File: config.mk
export PLATFORM = sky130hd
export DESIGN_NAME = narrow_conv_stage
export DESIGN_NICKNAME = d
export VERILOG_FILES = /design/src/rtl/narrow_pkg.sv /design/src/rtl/narrow_mode_dec.sv /design/src/rtl/narrow_lane.sv /design/src/rtl/narrow_pack.sv /design/src/rtl/narrow_conv_stage.sv
export SDC_FILE = /design/constraint.sdc
export NUM_CORES = 1
export LEC_CHECK = 0
export ABC_AREA = 1
export ABC_CLOCK_PERIOD_IN_PS = 2400
export BUFFER_PORTS_ARGS = -buffer_cell sky130_fd_sc_hd__buf_2
export CORE_AREA = 2 2 322 324
export CTS_CLUSTER_SIZE = 40
export DETAILED_ROUTE_END_ITERATION = 6
export DIE_AREA = 0 0 324 326
export GPL_ROUTABILITY_DRIVEN = 0
export HOLD_SLACK_MARGIN = 0.03
export PLACE_DENSITY = 0.42
export SYNTH_ARGS = -nofsm -noshare
export SYNTH_HDL_FRONTEND = slang
export SYNTH_SLANG_ARGS = --single-unit
File: constraint.sdc
create_clock -name clk -period 2.4 [get_ports clk]
set_input_delay 0.12 -clock clk [delete_from_list [all_inputs] [get_ports clk]]
set_output_delay 0.12 -clock clk [all_outputs]
set_load 0.01 [all_outputs]
File: src/rtl/narrow_pkg.sv
package narrow_pkg;

   typedef enum logic [1:0] {
      NM_TRUNC = 2'd0,
      NM_SSAT  = 2'd1,
      NM_USAT  = 2'd2,
      NM_NONE  = 2'd3
   } narrow_mode_e;

   localparam logic [7:0] OPC_TRUNC = 8'h31;
   localparam logic [7:0] OPC_SSAT  = 8'h21;
   localparam logic [7:0] OPC_USAT  = 8'h11;
   localparam logic [3:0] RSV_OK    = 4'b1111;

   function automatic narrow_mode_e opc_to_mode(input logic [7:0] opc);
      narrow_mode_e m;
      case (opc)
         OPC_TRUNC: m = NM_TRUNC;
         OPC_SSAT:  m = NM_SSAT;
         OPC_USAT:  m = NM_USAT;
         default:   m = NM_NONE;
      endcase
      return m;
   endfunction

   // smallest vector-length step at which lane j becomes active
   function automatic int lane_need_step(input int j, input int min_lanes, input int steps);
      int s;
      s = steps - 1;
      for (int k = steps - 1; k >= 0; k--) begin
         if (j < (min_lanes << k)) s = k;
      end
      return s;
   endfunction

endpackage

File: src/rtl/narrow_mode_dec.sv
module narrow_mode_dec
   import narrow_pkg::*;
(
   input  logic [7:0]   opcode,
   input  logic [3:0]   rsv_field,
   output narrow_mode_e mode,
   output logic         fault
);

   narrow_mode_e raw_mode;

   always_comb begin
      raw_mode = opc_to_mode(opcode);
      // an unknown opcode still steers the data path as a truncation
      mode     = (raw_mode == NM_NONE) ? NM_TRUNC : raw_mode;
      fault    = (rsv_field != RSV_OK) || (raw_mode == NM_NONE);
   end

endmodule

File: src/rtl/narrow_lane.sv
module narrow_lane
   import narrow_pkg::*;
#(
   parameter int IN_W  = 32,
   parameter int OUT_W = 8
)(
   input  logic [IN_W-1:0]  src,
   input  narrow_mode_e     mode,
   output logic [OUT_W-1:0] dst
);

   localparam int HEAD_W = IN_W - OUT_W + 1;
   localparam logic [OUT_W-1:0] S_MAX = {1'b0, {(OUT_W-1){1'b1}}};
   localparam logic [OUT_W-1:0] S_MIN = {1'b1, {(OUT_W-1){1'b0}}};
   localparam logic [OUT_W-1:0] U_MAX = {OUT_W{1'b1}};

   generate
      if (OUT_W < 2 || IN_W <= OUT_W) begin : g_bad_w
         $error("narrow_lane: need 2 <= OUT_W < IN_W");
      end
   endgenerate

   logic [HEAD_W-1:0] head;
   logic              s_fits;
   logic              u_fits;

   assign head   = src[IN_W-1:OUT_W-1];
   assign s_fits = (head == '0) || (head == '1);
   assign u_fits = (src[IN_W-1:OUT_W] == '0);

   always_comb begin
      case (mode)
         NM_SSAT: dst = s_fits ? src[OUT_W-1:0] : (src[IN_W-1] ? S_MIN : S_MAX);
         NM_USAT: dst = u_fits ? src[OUT_W-1:0] : U_MAX;
         default: dst = src[OUT_W-1:0];
      endcase
   end

   // signed clamping never flips the sign of the lane
   always_comb begin
      if (mode == NM_SSAT) begin
         p_ssat_sign_r4: assert (dst[OUT_W-1] == src[IN_W-1])
            else $error("signed narrowing changed sign");
      end
   end

   // unsigned result below all-ones means the source fitted and passed through
   always_comb begin
      if (mode == NM_USAT && dst != U_MAX) begin
         p_usat_pass_r5: assert (u_fits && dst == src[OUT_W-1:0])
            else $error("unsigned narrowing mismatch");
      end
   end

endmodule

File: src/rtl/narrow_pack.sv
module narrow_pack
   import narrow_pkg::*;
#(
   parameter int LANES = 16,
   parameter int IN_W  = 32,
   parameter int OUT_W = 8
)(
   input  logic [LANES*IN_W-1:0]  src,
   input  narrow_mode_e           mode,
   input  logic [LANES-1:0]       lane_act,
   input  logic [LANES-1:0]       lane_mask,
   input  logic                   mask_en,
   input  logic                   zero_mode,
   input  logic                   is_mem,
   input  logic [LANES*OUT_W-1:0] prior,
   output logic [LANES*OUT_W-1:0] res,
   output logic [LANES-1:0]       we
);

   generate
      for (genvar g = 0; g < LANES; g++) begin : g_lane
         logic [OUT_W-1:0] cvt;
         logic [OUT_W-1:0] keep;
         logic             take;

         narrow_lane #(
            .IN_W  (IN_W),
            .OUT_W (OUT_W)
         ) u_lane (
            .src  (src[g*IN_W +: IN_W]),
            .mode (mode),
            .dst  (cvt)
         );

         assign keep = prior[g*OUT_W +: OUT_W];
         assign take = lane_act[g] && (!mask_en || lane_mask[g]);

         always_comb begin
            if (take) begin
               res[g*OUT_W +: OUT_W] = cvt;
            end else if (is_mem) begin
               res[g*OUT_W +: OUT_W] = keep;
            end else if (!lane_act[g] || zero_mode) begin
               res[g*OUT_W +: OUT_W] = '0;
            end else begin
               res[g*OUT_W +: OUT_W] = keep;
            end
            we[g] = take && is_mem;
         end

         // a lane outside the active width never asks for a store
         always_comb begin
            if (!lane_act[g]) begin
               p_idle_lane_no_we_r9: assert (!we[g])
                  else $error("inactive lane enabled a store");
            end
         end
      end
   endgenerate

endmodule

File: src/rtl/narrow_conv_stage.sv
module narrow_conv_stage
   import narrow_pkg::*;
#(
   parameter  int IN_W      = 32,
   parameter  int OUT_W     = 8,
   parameter  int MIN_LANES = 4,
   parameter  int VL_STEPS  = 3,
   localparam int LANES     = MIN_LANES << (VL_STEPS - 1),
   localparam int VSEL_W    = (VL_STEPS > 1) ? $clog2(VL_STEPS) : 1,
   localparam int SRC_W     = LANES * IN_W,
   localparam int DST_W     = LANES * OUT_W
)(
   input  logic              clk,
   input  logic              rst_n,
   input  logic              in_valid,
   input  logic [SRC_W-1:0]  src_vec,
   input  logic [VSEL_W-1:0] vlen_sel,
   input  logic [7:0]        opcode,
   input  logic [LANES-1:0]  lane_mask,
   input  logic              mask_en,
   input  logic              zero_mode,
   input  logic [DST_W-1:0]  dest_prior,
   input  logic              dest_is_mem,
   input  logic [3:0]        rsv_field,
   output logic              out_valid,
   output logic [DST_W-1:0]  result,
   output logic [LANES-1:0]  byte_we,
   output logic              bad_enc
);

   generate
      if (MIN_LANES < 1) begin : g_bad_min
         $error("narrow_conv_stage: MIN_LANES must be at least 1");
      end
      if (VL_STEPS < 1) begin : g_bad_steps
         $error("narrow_conv_stage: VL_STEPS must be at least 1");
      end
   endgenerate

   narrow_mode_e     mode;
   logic             fault;
   logic [LANES-1:0] lane_act;
   logic [DST_W-1:0] res_d;
   logic [LANES-1:0] we_d;

   narrow_mode_dec u_dec (
      .opcode    (opcode),
      .rsv_field (rsv_field),
      .mode      (mode),
      .fault     (fault)
   );

   generate
      for (genvar j = 0; j < LANES; j++) begin : g_act
         localparam int NEED = lane_need_step(j, MIN_LANES, VL_STEPS);
         assign lane_act[j] = (int'(vlen_sel) >= NEED);
      end
   endgenerate

   narrow_pack #(
      .LANES (LANES),
      .IN_W  (IN_W),
      .OUT_W (OUT_W)
   ) u_pack (
      .src       (src_vec),
      .mode      (mode),
      .lane_act  (lane_act),
      .lane_mask (lane_mask),
      .mask_en   (mask_en),
      .zero_mode (zero_mode),
      .is_mem    (dest_is_mem),
      .prior     (dest_prior),
      .res       (res_d),
      .we        (we_d)
   );

   always_ff @(posedge clk) begin
      if (!rst_n) begin
         out_valid <= 1'b0;
         result    <= '0;
         byte_we   <= '0;
         bad_enc   <= 1'b0;
      end else begin
         out_valid <= in_valid;
         if (in_valid) begin
            result  <= res_d;
            byte_we <= fault ? '0 : we_d;
            bad_enc <= fault;
         end
      end
   end

   p_valid_follow_r11: assert property (@(posedge clk) disable iff (!rst_n)
      in_valid |=> out_valid);

   p_valid_idle_r11: assert property (@(posedge clk) disable iff (!rst_n)
      !in_valid |=> !out_valid);

   p_hold_r11: assert property (@(posedge clk) disable iff (!rst_n)
      !in_valid |=> ($stable(result) && $stable(byte_we) && $stable(bad_enc)));

   p_reg_no_store_r8: assert property (@(posedge clk) disable iff (!rst_n)
      (in_valid && !dest_is_mem) |=> (byte_we == '0));

   p_rsv_fault_r10: assert property (@(posedge clk) disable iff (!rst_n)
      (in_valid && rsv_field != RSV_OK) |=> (bad_enc && byte_we == '0));

   generate
      if (VL_STEPS > 1) begin : g_upper_chk
         p_reg_upper_zero_r8: assert property (@(posedge clk) disable iff (!rst_n)
            (in_valid && !dest_is_mem && vlen_sel == '0)
               |=> (result[DST_W-1:MIN_LANES*OUT_W] == '0));
      end
   endgenerate

endmodule

======== Yosys cells after proc, flatten, opt, wreduce, memory -nomap -nowiden ========
Cells that the tools add are included.
Widths: inputs -> output; s select.
storage, ports and cells
  output and inout bits ................... 146
  logic and storage cells ................. 242
  bits of input ports ..................... 676
  register bits ........................... 146
operators by class
  eq/ne operators ......................... 23
  mux-type cells .......................... 115
  reduce and logical (&&, ||, !) cells .... 98
  order comparisons ....................... 2
operators with widths
  kind                  count
  $mux 8                96
  $eq 25x25->1 const B  16
  $logic_not 25->1      16
  $logic_not 24->1      16
  $pmux 8 s2            16
  $logic_or 1x1->1      35
  $logic_and 1x1->1     28
  $eq 8x6->1 const B    2
  $mux 16               1
  $eq 8x5->1 const B    1
  $pmux 2 s3            1
  $eq 2x2->1 const B    2
  $ne 4x4->1 const B    1
  $logic_not 1->1       3
  $eq 2x1->1 const B    1
  $ge 2x1->1 const B    1
  $ge 2x2->1 const B    1
  $mux 2                1

======== Logic depth before layout (Yosys ltp) ========
Gate-level depths: netlist of run 1.
  depth after elaboration ................. 7
  mapped depth ............................ 14

======== Hierarchy ========
A second synthesis of run 1 with hierarchy kept.
unflattened totals
  cells, all modules ...................... 3,100
  area total of the unflattened synthesis .. 16,933.7 µm²
by module, submodules not included
  module             cells each  times used  area an instance (µm²)  seq. area each (µm²)
  narrow_lane        121         16          584.3                   0.0
  narrow_conv_stage  636         1           5,059.9                 2,922.8
  narrow_pack        504         1           2,428.6                 0.0
  narrow_mode_dec    24          1           96.3                    0.0

======== Worst setup path after synthesis of run 1 ========
OpenSTA, ideal clock, no wires.
  path kind ............................... input-to-reg
  start point ............................. input port opcode[0]
  end point ............................... register result[100]
  path slack .............................. 0.633 ns
  stages on the path ...................... 12
  required time ........................... 2.281 ns
  path buffers ............................ 3
  arrival time ............................ 1.648 ns
  cells stage by stage .................... inv_1 -> nor2_1 -> nand2_1 -> nor3_2 -> nand2_1 -> ha_1 -> buf_2 -> clkbuf_1 -> clkbuf_1 -> a21oi_1 -> nand2_1 -> a21oi_1
on the way
  cells in the longest elaborated chain, start to end .. 7
RTL lines
  element                                   RTL line                 RTL
  start: declaration                        narrow_conv_stage.sv:18  input logic [7:0] opcode,
  $eq 8x5->1 or $eq 8x6->1 (tied branches)  narrow_pkg.sv:17         case (opc)
  $pmux 2 s3 *                              narrow_pkg.sv:17
  $eq 2x2->1                                narrow_mode_dec.sv:15    mode = (raw_mode == NM_NONE) ? NM_TRUNC : raw_mode;
  $mux 2 *                                  narrow_mode_dec.sv:15
  $eq 2x2->1 or $eq 2x1->1 (tied branches)  narrow_lane.sv:32        case (mode)
  $pmux 8 s2 *                              narrow_lane.sv:32
  $mux 8 *                                  narrow_pack.sv:39        if (take) begin
  end signal: assignment                    narrow_conv_stage.sv:86  result <= res_d;
  end: declaration                          narrow_conv_stage.sv:26  output logic [DST_W-1:0] result,
Mark *: on every way between the ends. The rest lies on a longest branch, timed or not.
A chain may end at the register's enable or synchronous reset.

======== Worst setup path after layout of run 1 ========
  start point ............................. input port opcode[3]
  end point ............................... register result[80]
Same word-level chain as after synthesis.

==> results.md, run 1 <==
Outcome:
- The run finished, with violations left.
- The final reports fail on DRC.

Power:
- The analysis attributes to cell leakage a power of 0.0112 uW.
- Dividing total power by cell area gives a power density of 348 nW/um^2.
- VDD sags by at most around 0.40 mV.

Detailed routing:
- The number of optimization iterations in the first detailed-route pass is 7.
- The sum of met3 wire segment lengths after detailed routing is 4980 microns.
- The sum of met2 wire segment lengths after detailed routing is 45,300 microns.
- Routed signal wires occupy layers up through met5.
- In the routed design, unresolved DRC markers number 3.
- The mean number of vias per cell is 4.32.
- Detailed routing inserted a total of 22.9k vias.
- The total wirelength of the detailed-routed design is 91,700 microns.
- The met1 layer wirelength in the final routing is 39,500 microns.
- The starting DRC count in detailed routing is 1,326.
- The count of nets left with antenna violations once routing finished came out at 0.
- The post-detailed-route wirelength per cell is 17.3 microns.

Yosys:
- The average footprint of a synthesized cell is between 5 and 6 sq um.
- Counting every net in the synthesized netlist gives approximately 3.6k.
- The biggest area contributor in the post-synthesis netlist is sky130_fd_sc_hd__nand2_1.
- After synthesis, the cell types taking the most area are sky130_fd_sc_hd__nand2_1 (22%), sky130_fd_sc_hd__dfxtp_1 (20%), sky130_fd_sc_hd__a21oi_1 (13%).
- The portion of the post-synthesis area used by sequential elements is ~20%.
- The count of synthesis-stage warnings from yosys is 0.
- The count of different cell masters after synthesis is 25.
- After technology mapping, the gate count stands at 2,878.
- After synthesis the netlist holds a flip-flop and latch count of 146.
- The post-synthesis instance area is 14,800 sq um.
- The fraction of synthesized cell area taken by the top area cell type is 22.2%.

Worst setup path:
- The cell family with the largest share of critical-path delay is buffers and inverters.
- The setup path with the least slack is of type in2reg.
- STA classifies the critical path endpoint as a flip-flop.
- The delay contributed by the slowest stage of the critical path is around 0.55 ns.
- The launch point of the worst reg-to-reg path is result[79]$_SDFFE_PN0P_.
- The cell seen most often among critical-path stages is sky130_fd_sc_hd__nand2_1.
- The launch point of the critical path is opcode[3].
- The highest fanout seen on the critical path is 66.
- The critical path goes through buf_2, nor2_1, nand2_1, nor3_2, nand2_1, nor2_2, ha_4, buf_12, buf_4, a21oi_1, nand2_1, nand2_1, a21oi_1, dlygate4sd3_1.
- For the worst setup path, the data arrival time is 2.59 ns.
- At the worst endpoint, the required time is 2.80 ns.
- The element type at the critical path start is an input pin.
- The cell at the slowest stage of the critical path is sky130_fd_sc_hd__dlygate4sd3_1.
- The number of buffers and inverters on the critical path is 4.

GRT:
- The global routing usage summed across all routing layers is 16.7%.
- The initial antenna violation count is 23.
- The total overflow left after global routing is 0.
- The number of global-route vias before repair came to 22.5k.
- Entering global routing, the biggest net connects around 150 pins.
- The wire length of the first global-routing pass is 135,000 microns.

Clock tree:
- The root buffer cell chosen for the clock tree is sky130_fd_sc_hd__clkbuf_16.
- The clock buffer count from CTS is 17.
- The tree built by TritonCTS fans out to 146 sinks.
- TritonCTS built the clock tree.
- After clock tree synthesis, the clock-pin slew on the worst setup and hold paths is about 0.07 ns.
- The number of buffers between clock root and the deepest sink is 2.
- Clock latency on the worst-skew pair, taken at its later pin, is 0.50 ns.
- The H-tree generated during clock tree synthesis spans 4 levels.

Hold path:
- The worst hold-check path type is in2reg.
- The launch instance of the worst min-delay path is dest_prior[5].

Timing:
- Derived from the worst setup path, the maximum achievable clock frequency is 0.457 GHz.
- Setup violations remaining at the end of the flow were counted as 0.
- The final number of max-transition violations is 0.
- The final-layout setup total negative slack is 0 ns.
- The hold violation count in the final report is 0.
- Measured against its own limit, the worst slew margin works out to 38.6%.
- The post-route clock period utilization is 91.2%.
- Setup repair after global routing left no endpoint under its margin.
- The pin slew with the least headroom to its limit is between 0.9 and 1 ns.
- The post-layout minimum cycle time is 2.19 ns.
- The worst clock skew on the final layout is 0 ns.

Die:
- The die boundary height is 326 microns.
- The width of the chip is 324 microns.
- The I/O pin count is just over 800.
- The core region is 103,000 sq um.
- After floorplanning, the core was divided into between 100 and 150 placement rows.
- For this configuration, the core starts out at a cell density of 14.5%.
- The die covers roughly 110,000 sq um.

Place:
- The total instance count after detailed placement is about 5k.
- During placement, the flow inserted port buffers numbering 821.
- The placed wire-length estimate is 72,900 microns.

Layout:
- The number of cells in the finished layout apart from fillers is 5,311.
- For this run, the post-layout net count is 4,586.
- The area added between synthesis and finish is 61.4%.
- The number of fill cells is 12.0k.
- Cells with a size suffix above 1 make up 24.0% of the layout.
- The library cell used most frequently in the layout, excluding fill and tap cells, is sky130_fd_sc_hd__nand2_1.
- The library cells used most frequently in the layout, excluding fill and tap cells, are sky130_fd_sc_hd__nand2_1 (878), sky130_fd_sc_hd__buf_2 (819), sky130_fd_sc_hd__nor2_1 (430), sky130_fd_sc_hd__a21oi_1 (372), sky130_fd_sc_hd__nand3_1 (287).

Job:
- The count of maximum capacitance violations is 0.
-- sequential cells by signal (all words and copies together), names as in the netlist --
| signal | count |
|---|---|
| bad_enc | 1 |
| out_valid | 1 |
| result | 128 |
| byte_we | 16 |
-- cell usage after synthesis --
cell type and instances:
sky130_fd_sc_hd__buf_1 14, sky130_fd_sc_hd__nand4_1 137, sky130_fd_sc_hd__nor2_2 9, sky130_fd_sc_hd__buf_6 1, sky130_fd_sc_hd__nand2_1 879, sky130_fd_sc_hd__buf_2 10
sky130_fd_sc_hd__nand2_2 1, sky130_fd_sc_hd__inv_2 7, sky130_fd_sc_hd__buf_4 17, sky130_fd_sc_hd__o21a_1 1, sky130_fd_sc_hd__nand3_1 288, sky130_fd_sc_hd__a31oi_1 15
sky130_fd_sc_hd__nor3_2 1, sky130_fd_sc_hd__o21ai_0 156, sky130_fd_sc_hd__o21ai_1 2, sky130_fd_sc_hd__o211ai_1 10, sky130_fd_sc_hd__ha_1 3, sky130_fd_sc_hd__o21ai_2 11
sky130_fd_sc_hd__clkinv_1 2, sky130_fd_sc_hd__o21ai_4 1, sky130_fd_sc_hd__inv_1 282, sky130_fd_sc_hd__dfxtp_1 146, sky130_fd_sc_hd__clkbuf_1 81, sky130_fd_sc_hd__nor2_1 432
sky130_fd_sc_hd__a21oi_1 372
-- metal layers --
metal | track usage (%) | vias to the layer above
met5 | 0 | -
met4 | 5.36 | 14
met3 | 3.21 | 96
met2 | 29.1 | 681
met1 | 20.5 | 10624
li1 | - | 11517
-- what timing repair did --
item                                    4_1_cts  5_1_grt
endpoints found under the setup margin        0        5
resized for setup                             0        3
setup buffers                                 0        0
endpoints found under the hold margin       128        0
hold buffers                                262        0
-- layout make-up --
type | instances | area [sq um] | area share (%)
inverter | 291 | 1090 | 4.56
sequential | 146 | 2920 | 12.2
tap | 1380 | 1730 | 7.21
multi-input combinational | 2318 | 10300 | 43.1
clock buffer | 18 | 429 | 1.79
timing repair buffer | 1133 | 7280 | 30.4
antenna | 12 | 30.0 | 0.125
clock inverter | 13 | 138 | 0.575
-- power by group --
| group | internal, uW | switching (uW) |
|---|---|---|
| Clock | 1520 | 1390 |
| Sequential | 2580 | 91.2 |
| Combinational | 1220 | 1530 |
| Total | 5330 | 3010 |
-- final timing paths --
path                              end  slack (ns)  depth (start not counted)
max           result[80]$_SDFFE_PN0P_        0.21                         14
min            result[5]$_SDFFE_PN0P_        0.05                          5
max reg2reg   result[79]$_SDFFE_PN0P_        1.10                          3
min reg2reg  byte_we[11]$_SDFFE_PN0P_        0.46                          2
-- tightest hold or removal path: stages --
cell and delay (ns):
sky130_fd_sc_hd__buf_2 0.10, sky130_fd_sc_hd__nand3_1 0.12, sky130_fd_sc_hd__nand2_1 0.07, sky130_fd_sc_hd__inv_1 0.05, sky130_fd_sc_hd__a21oi_1 0.05
-- through the flow --
stage          cell area, sq um  hold slack, ns  setup WS (ns)  total power, uW  utilization (%)
6_report                  23900          0.0509          0.211             8330             23.3
5_1_grt                   23900          0.0638         0.0361             8850             23.3
4_1_cts                   23900          0.0316          0.203             8490             23.3
3_5_place_dp              20700           0.410          0.190             5100             20.2
3_3_place_gp              20700           0.409          0.196             5100             20.2
2_1_floorplan             14800           0.298          0.633             3750                -
-- cells by family after synthesis --
family,count (synthesis),synth area share (%)
and+or+nand+nor,1747,49.2
AOI/OAI and AO/OA,568,19.8
buffers and inverters,414,11.0
DFF,146,19.7
adders and majority gates,3,0.253
Power figures use the tool's default switching activity.
==> run 2, diff against run 1 <==
--- a/config.mk
+++ b/config.mk
@@ -9,6 +9,7 @@
 export ABC_CLOCK_PERIOD_IN_PS = 2400
 export BUFFER_PORTS_ARGS = -buffer_cell sky130_fd_sc_hd__buf_2
 export CORE_AREA = 2 2 322 324
+export CTS_BUF_LIST = sky130_fd_sc_hd__clkbuf_2 sky130_fd_sc_hd__clkbuf_4 sky130_fd_sc_hd__clkbuf_8
 export CTS_CLUSTER_SIZE = 40
 export DETAILED_ROUTE_END_ITERATION = 6
 export DIE_AREA = 0 0 324 326
==> run 2 against run 1 <==
Against the previous run: the run now ends clean; clock power shrank 23%; total power is 7.4% lower; fmax grew 0.84%; largest cell class unchanged; cell count up 0.83%; register-to-register slack lost 0.09 ns; sequential share of layout area fell by 0.12 points; wire length rose by 0.39%; global-route usage increased by 0.073 points.
==> results.md, run 2 (synthesized netlist as in run 1, its figures left out) <==
Clock tree:
- TritonCTS created 17 clock buffers.
- The number of sinks handled by clock tree synthesis is ~150.
- The CTS root buffer is sky130_fd_sc_hd__clkbuf_8.
- The total number of H-tree levels is 4.
- The later pin in the worst-skew pair is clocked with a latency of 0.58 ns.
- The clock input transition at the sequential cells of the worst setup and hold paths is roughly 0.10 ns.
- Counting along the longest clock path gives a buffer depth of 2.
- The number of gates resized after CTS is 0.
- TritonCTS built the clock tree.

Worst setup path:
- The cell at the slowest stage of the critical path is sky130_fd_sc_hd__dlygate4sd3_1.
- The cell family with the largest share of critical-path delay is buffers and inverters.
- The capturing element type of the critical path is a flip-flop.
- In this run the worst path has a maximum fanout of 66.
- The critical path goes through buf_2, nor2_1, nand2_1, nor3_2, nand2_1, nor2_1, ha_4, buf_12, buf_4, a21oi_1, nand2_1, nand2_1, a21oi_1, dlygate4sd3_1.
- The critical path contains buffers and inverters numbering 4 combined.
- The required time of the critical path is 2.88 ns.
- Among the stages of the critical path, the cell type that occurs most often is sky130_fd_sc_hd__nand2_1.
- In this design, the stage delay of the slowest critical-path cell is 0.55 ns.
- At the worst endpoint, the arrival time is approximately 2.7 ns.
- The element type at the critical path start is an input pin.
- The worst setup path is of the in2reg kind.
- The slack of the worst reg-to-reg path is 1.01 ns.

Layout:
- The post-route standard cell area excluding fillers is between 20,000 and 25,000 sq um.
- In the final design database the tool counted between 4k and 5k nets.
- In the layout the commonest cells are sky130_fd_sc_hd__nand2_1 (879), sky130_fd_sc_hd__buf_2 (819), sky130_fd_sc_hd__nor2_1 (431), sky130_fd_sc_hd__a21oi_1 (372), sky130_fd_sc_hd__dlygate4sd3_1 (303).
- The share of cells above drive strength 1 is 23.8%.
- The area added between synthesis and finish is 63.0%.
- The number of fill cells is 12.0k.
- result holds more flip-flops than any other register.
- The number of flip-flops in the largest register is 128.
- For this run, the share of the core covered by cells in the final layout is about a quarter.
- The leading cell type in the layout, fill and taps excluded is sky130_fd_sc_hd__nand2_1.
- The largest registers in the layout are result (128), byte_we (16).
- Excluding fillers, the count of instances in the completed layout stands at between 5k and 6k.

Detailed routing:
- The number of optimization iterations in the first detailed-route pass is 5.
- The routed via count is 23.2k.
- The number of design rule violations left after detail routing is 0.
- The count of antenna-violating nets left after detailed routing is 0.
- In the routed layout, each cell is associated on average with a via count of 4.32.
- For this block, the routed nets add up to approximately 92,000 microns of wire.
- After the first detailed-routing iteration, the DRC count stood at between 1k and 1.5k.
- The post-detailed-route wirelength per cell is approximately 17 microns.

Timing:
- The post-layout minimum cycle time is around 2.2 ns.
- The pin slew with the least headroom to its limit is just over 0.9 ns.
- The count of final setup violators is 0.
- The hold violation count in the final report is 0.
- For the final routed database, the setup TNS stands at 0 ns.
- Timing would allow up to 0.461 GHz.
- The final number of max-transition violations came to 0.
- The post-route clock period utilization is between 90 and 100%.
- The clock arrives with 0 ns of skew.
- In this run the tightest slew margin relative to its limit is 39.0%.
- Setup repair after global routing left no endpoint under its margin.

GRT:
- The overflow left after global routing is 0.
- The global routing usage summed across all routing layers is 16.8%.
- The number of global-route vias before repair is 22.8k.
- The wire length of the first global-routing pass is 136,000 microns.
- The initial antenna violation count is 23.
- Entering global routing, the biggest net connects 147 pins.

Place:
- The placed wire-length estimate is 72,900 microns.
- The placed instances occupy a cell area of 20,700 sq um.
- The total instance count after detailed placement is ~5k.
- The port buffer count is 821.

Die:
- Row generation in the floorplan step produced 118 rows.
- The die boundary height is around 330 microns.
- The full die area is 106,000 sq um.
- Once the floorplan was initialized, standard cells occupied approximately 14% of the core.
- The width of the chip is 324 microns.
- The core region is 103,000 sq um.
- The I/O pin count is 822.

Power:
- The leakage component of the power is 0.0113 uW.
- The maximum vdd drop is between 0.2 and 0.25 mV.
- The power per cell area is 319 nW/um^2.

Hold path:
- The worst hold-check path type is in2reg.

Outcome:
- The run finished with clean final reports.

Job:
- The tool flagged a number of max-cap violations equal to 0.
run 2: final timing paths:
check                                              start                        to  cells after the start
worst max register to register   result[71]$_SDFFE_PN0P_   result[71]$_SDFFE_PN0P_                      3
worst min-delay path                        lane_mask[0]    result[7]$_SDFFE_PN0P_                      7
worst min register to register  byte_we[11]$_SDFFE_PN0P_  byte_we[11]$_SDFFE_PN0P_                      2
worst max-delay path                           opcode[3]   result[83]$_SDFFE_PN0P_                     14
run 2: worst min-delay path: stages:
cell	delay (ns)
sky130_fd_sc_hd__buf_2	0.09
sky130_fd_sc_hd__nor2_2	0.04
sky130_fd_sc_hd__buf_4	0.17
sky130_fd_sc_hd__nand3_1	0.07
sky130_fd_sc_hd__nand2_1	0.05
sky130_fd_sc_hd__inv_1	0.05
sky130_fd_sc_hd__a21oi_1	0.06
run 2: stage by stage:
step | setup slack [ns] | hold slack [ns] | power (uW)
5_1_grt | 0.0666 | 0.114 | 8230
3_3_place_gp | 0.196 | 0.409 | 5100
2_1_floorplan | 0.633 | 0.298 | 3750
6_report | 0.229 | 0.109 | 7720
3_5_place_dp | 0.190 | 0.410 | 5100
4_1_cts | 0.185 | 0.0472 | 7880
run 2: layout make-up:
cell class                      instances  area (sq um)  area share, %
Clock inverter                         13           138          0.569
Timing Repair Buffer                 1176          7720           31.9
Inverter                              291          1090           4.52
Sequential cell                       146          2920           12.1
Tap cell                             1380          1730           7.14
Clock buffer                           18           241          0.999
Antenna cell                           13          32.5          0.135
Multi-Input combinational cell       2318         10300           42.6
run 2: layer usage:
layer	wire length, microns	up-vias	share of wire [%]	GRT usage (%)
met5	88	-	0.096	0
met4	2010	14	2.2	5.45
met3	5160	94	5.6	3.24
met2	45300	727	49	29.2
met1	39500	10721	43	20.5
li1	-	11596	-	-
run 2: report_power, final:
part | total [uW] | switching [uW] | internal [uW]
clock network | 2240 | 1310 | 928
logic | 2810 | 1540 | 1270
registers | 2670 | 90.8 | 2580
total | 7720 | 2940 | 4780
run 2: repair_timing:
| item | CTS | global route |
|---|---|---|
| hold endpoints to repair | 142 | 0 |
| buffers inserted | 0 | 2 |
| hold buffers | 303 | 0 |
| setup endpoints to repair | 0 | 3 |
==> run 3, diff against run 2 <==
--- a/config.mk
+++ b/config.mk
@@ -8,14 +8,16 @@
 export ABC_AREA = 1
 export ABC_CLOCK_PERIOD_IN_PS = 2400
 export BUFFER_PORTS_ARGS = -buffer_cell sky130_fd_sc_hd__buf_2
-export CORE_AREA = 2 2 322 324
+export CORE_AREA = 2 2 324 326
 export CTS_BUF_LIST = sky130_fd_sc_hd__clkbuf_2 sky130_fd_sc_hd__clkbuf_4 sky130_fd_sc_hd__clkbuf_8
 export CTS_CLUSTER_SIZE = 40
 export DETAILED_ROUTE_END_ITERATION = 6
-export DIE_AREA = 0 0 324 326
+export DIE_AREA = 0 0 326 328
 export GPL_ROUTABILITY_DRIVEN = 0
 export HOLD_SLACK_MARGIN = 0.03
-export PLACE_DENSITY = 0.42
+export PLACE_DENSITY = 0.44
+export RECOVER_POWER = 25
 export SYNTH_ARGS = -nofsm -noshare
 export SYNTH_HDL_FRONTEND = slang
+export SYNTH_HIERARCHICAL = 1
 export SYNTH_SLANG_ARGS = --single-unit
==> run 3 against run 2 <==
Against the previous run: critical path depth rose by 3; fmax fell by 3.3%; cell count rose by 4.2%; total power rose by 8.8%; flip-flop and latch count did not move; critical endpoint is now result[48]$_SDFFE_PN0P_.
==> results.md, run 3 <==
Outcome:
- The run finished with clean final reports.

Detailed routing:
- Across all layers, the routed design uses approximately 24k vias.
- The count of nets left with antenna violations once routing finished came out at 0.
- The mean number of vias per cell is roughly 4.3.
- The starting DRC count in detailed routing is between 1.5k and 2k.
- The number of design rule violations left after detail routing is 0.
- In the final routed layout, each cell accounts on average for approximately 17 microns.
- The total wirelength of the detailed-routed design is a little under 100,000 microns.
- The number of optimization iterations in the first detailed-route pass is 5.

GRT:
- The first global-routing pass estimated 142,000 microns of wire.
- The initial antenna violation count is 22.
- The number of global-route vias before repair is 23.6k.
- The pin count of the biggest net entering global routing is 91.
- The overflow left after global routing is 0.
- The global routing usage summed across all routing layers is 17.3%.

Die:
- The die covers 107,000 sq um.
- The core area is approximately 100,000 sq um.
- The effective utilization at floorplan is 16.4%.
- In this run the vertical extent of the chip is 328 microns.
- between 800 and 900 I/O pins were placed.
- The number of placement rows is 118.
- In this run the horizontal extent of the chip is about 330 microns.

Clock tree:
- The number of buffers between clock root and the deepest sink is 2.
- The H-tree was split into 4 levels.
- After clock tree synthesis, the clock-pin slew on the worst setup and hold paths is 0.10 ns.
- TritonCTS built the clock tree.
- The clock latency on the worst-skew pair is 0.60 ns.
- The CTS root buffer is sky130_fd_sc_hd__clkbuf_8.
- The tree built by TritonCTS fans out to 146 sinks.
- TritonCTS created 17 clock buffers.

Timing:
- The worst clock skew on the final layout is 0 ns.
- For the pin with the worst max-slew slack, the measured transition is around 0.8 ns.
- Setup repair after global routing left no endpoint under its margin.
- The final critical path takes up around 94% of the cycle.
- Timing would allow up to 0.445 GHz.
- The worst path meets setup with approximately 0.15 ns of slack.
- The post-layout minimum cycle time is 2.25 ns.
- The hold violation count in the final report is 0.
- The final-layout setup total negative slack is 0 ns.
- Setup violations remaining at the end of the flow were counted as 0.
- The final number of max-transition violations is 0.
- Measured against its own limit, the worst slew margin works out to 47.8%.

Power:
- The leakage component of the power is 0.0120 uW.
- The proportion of power drawn by combinational gates is a little under two fifths.
- The worst-case IR drop observed on VDD is approximately 0.33 mV.
- The internal power of the cells totals 5140 uW.
- The power per cell area is about 320 nW/um^2.
- The switching power of the nets is approximately 3300 uW.
- The part of the total power dissipated in the clock network is between 30% and 40%.
- Sequential cells burn 31.8% of the power.
- The switching share of total power is between 30% and 40%.

Layout:
- The register with the most flip-flops in the layout has 128 of them.
- The layout has 11.9k filler cells.
- The utilization of the core after routing is 25.1%.
- The net total in the final layout is 4,887.
- The area added between synthesis and finish is 53.1%.
- The library cell used most frequently in the layout, excluding fill and tap cells, is sky130_fd_sc_hd__nand2_1.
- The share of cells above drive strength 1 is 27.2%.
- More flip-flops sit in one register than any other, and that register is result.
- The top cell types in the final layout, fill and taps aside, are sky130_fd_sc_hd__nand2_1 (835), sky130_fd_sc_hd__nor2_1 (792), sky130_fd_sc_hd__buf_2 (748), sky130_fd_sc_hd__nand3_1 (275), sky130_fd_sc_hd__dlygate4sd3_1 (261).
- The largest registers in the layout are result (128), byte_we (16).

Worst setup path:
- The critical path goes through buf_2, nor2_1, nand3_1, buf_4, nor2_4, buf_12, buf_4, inv_1, ha_1, buf_4, a21oi_1, a21oi_2, nand2_1, nand2_1, dlygate4sd3_1, nor2_1, nor2_1.
- The worst setup path is of the in2reg kind.
- The delay contributed by the slowest stage of the critical path is 0.55 ns.
- For the worst setup path, the data required time is about 2.9 ns.
- The slowest stage of the critical path is the sky130_fd_sc_hd__dlygate4sd3_1 cell.
- The highest fanout seen on the critical path is 11.
- The cell family with the largest share of critical-path delay is buffers and inverters.
- The capturing element type of the critical path is a flip-flop.
- Data arrives at the worst endpoint at 2.73 ns.
- The element type at the critical path start is an input pin.
- The critical path contains buffers and inverters numbering 7 combined.

Yosys:
- Ranked by total cell area, the synthesized netlist is headed by sky130_fd_sc_hd__nand2_1 (19%), sky130_fd_sc_hd__nor2_1 (18%), sky130_fd_sc_hd__dfxtp_1 (17%).
- Counting flops with a built-in enable in the synthesized netlist gives 0.
- The cell count after synthesis came out at 3,100.
- Among all flip-flop cells after synthesis, the most frequent one is sky130_fd_sc_hd__dfxtp_1.
- The commonest cells after synthesis are sky130_fd_sc_hd__nand2_1 (835), sky130_fd_sc_hd__nor2_1 (794), sky130_fd_sc_hd__nand3_1 (275), sky130_fd_sc_hd__inv_1 (218), sky130_fd_sc_hd__dfxtp_1 (146).
- During synthesis, Yosys emitted a total of 6 warnings.
- The average instance in the mapped netlist occupies 5.46 sq um.
- The synthesized design contains between 100 and 150 register bits.
- The post-synthesis instance area is 16,900 sq um.
- The most frequent cell after synthesis is sky130_fd_sc_hd__nand2_1.
- The fraction of synthesized cell area taken by the top area cell type is 18.5%.
- Synthesis instantiated 30 different standard cells from the library.
- For this run, asynchronously set or reset flops after synthesis account for 0%.
- The portion of the post-synthesis area used by sequential elements is approximately 17%.
- The most area-hungry cell type in the Yosys netlist is sky130_fd_sc_hd__nand2_1.

Place:
- The placed wire-length estimate is 76,100 microns.
- The minimum setup slack after placement is 0.0495 ns.
- Buffers placed on the I/O ports in this run total 821.

Job:
- The tool flagged a number of max-cap violations equal to 0.

Hold path:
- The min-delay analysis places its worst path in the category in2reg.
## run 3: layer usage
metal,vias up,GRT usage (%),share of wire [%]
li1,12194,-,-
met1,11023,21.6,44
met2,892,29.7,47
met3,95,4.25,7.0
met4,10,4.25,2.1
met5,-,0,0.066
## run 3: area by class of cell
| type | instances | area, sq um | share of cell area, % |
|---|---|---|---|
| antenna | 9 | 22.5 | 0.0869 |
| tap | 1380 | 1730 | 6.66 |
| multi-input combinational | 2623 | 12500 | 48.4 |
| clock inverter | 13 | 199 | 0.767 |
| sequential | 146 | 2920 | 11.3 |
| inverter | 236 | 941 | 3.63 |
| timing repair buffer | 1155 | 7330 | 28.3 |
| clock buffer | 19 | 249 | 0.960 |
## run 3: power by group through the flow
stage / clock network, uW / registers (uW) / logic, uW
6_report: 2590 / 2670 / 3140
3_5_place_dp: 0 / 2720 / 2710
5_1_grt: 2800 / 2690 / 3480
3_3_place_gp: 0 / 2720 / 2710
4_1_cts: 2770 / 2670 / 3180
2_1_floorplan: 0 / 2780 / 1220
## run 3: kinds of logic (layout without fill, tap and decap cells)
family,after synthesis,in the layout,synth area share [%]
DFF,146,146,17.3
and+or+nand+nor,2182,2182,56.8
AOI/OAI and AO/OA,401,401,14.6
other,1,17,0.0221
buffers and inverters,338,1423,8.98
adders and majority gates,32,32,2.36
## run 3: worst paths after layout
path	from	to	slack [ns]	depth (start not counted)
max	opcode[3]	result[48]$_SDFFE_PN0P_	0.15	17
min	lane_mask[9]	byte_we[9]$_SDFFE_PN0P_	0.13	7
max reg2reg	result[46]$_SDFFE_PN0P_	result[46]$_SDFFE_PN0P_	1.21	3
min reg2reg	byte_we[9]$_SDFFE_PN0P_	byte_we[9]$_SDFFE_PN0P_	0.47	2
## run 3: worst min-delay path: stages
cell	delay (ns)
sky130_fd_sc_hd__buf_2	0.10
sky130_fd_sc_hd__inv_1	0.08
sky130_fd_sc_hd__nand2_4	0.07
sky130_fd_sc_hd__nand2_8	0.13
sky130_fd_sc_hd__nor2_1	0.06
sky130_fd_sc_hd__nand3_1	0.07
sky130_fd_sc_hd__a21oi_1	0.05
## run 3: per-stage QoR
stage	hold WS, ns	cell area (sq um)	cells	total power [uW]
floorplan	0.325	17000	3107	4000
global placement	0.449	22900	5279	5430
detailed placement	0.447	22900	5279	5430
CTS	0.0361	26000	5572	8620
global route	0.107	25900	5575	8970
finish	0.129	25900	5581	8400
## run 3: what timing repair did
| item | 4_1_cts | 5_1_grt |
|---|---|---|
| setup buffers | 0 | 0 |
| resized for setup | 0 | 2 |
| endpoints found under the hold margin | 137 | 0 |
| endpoints found under the setup margin | 0 | 5 |
| hold buffers | 261 | 0 |
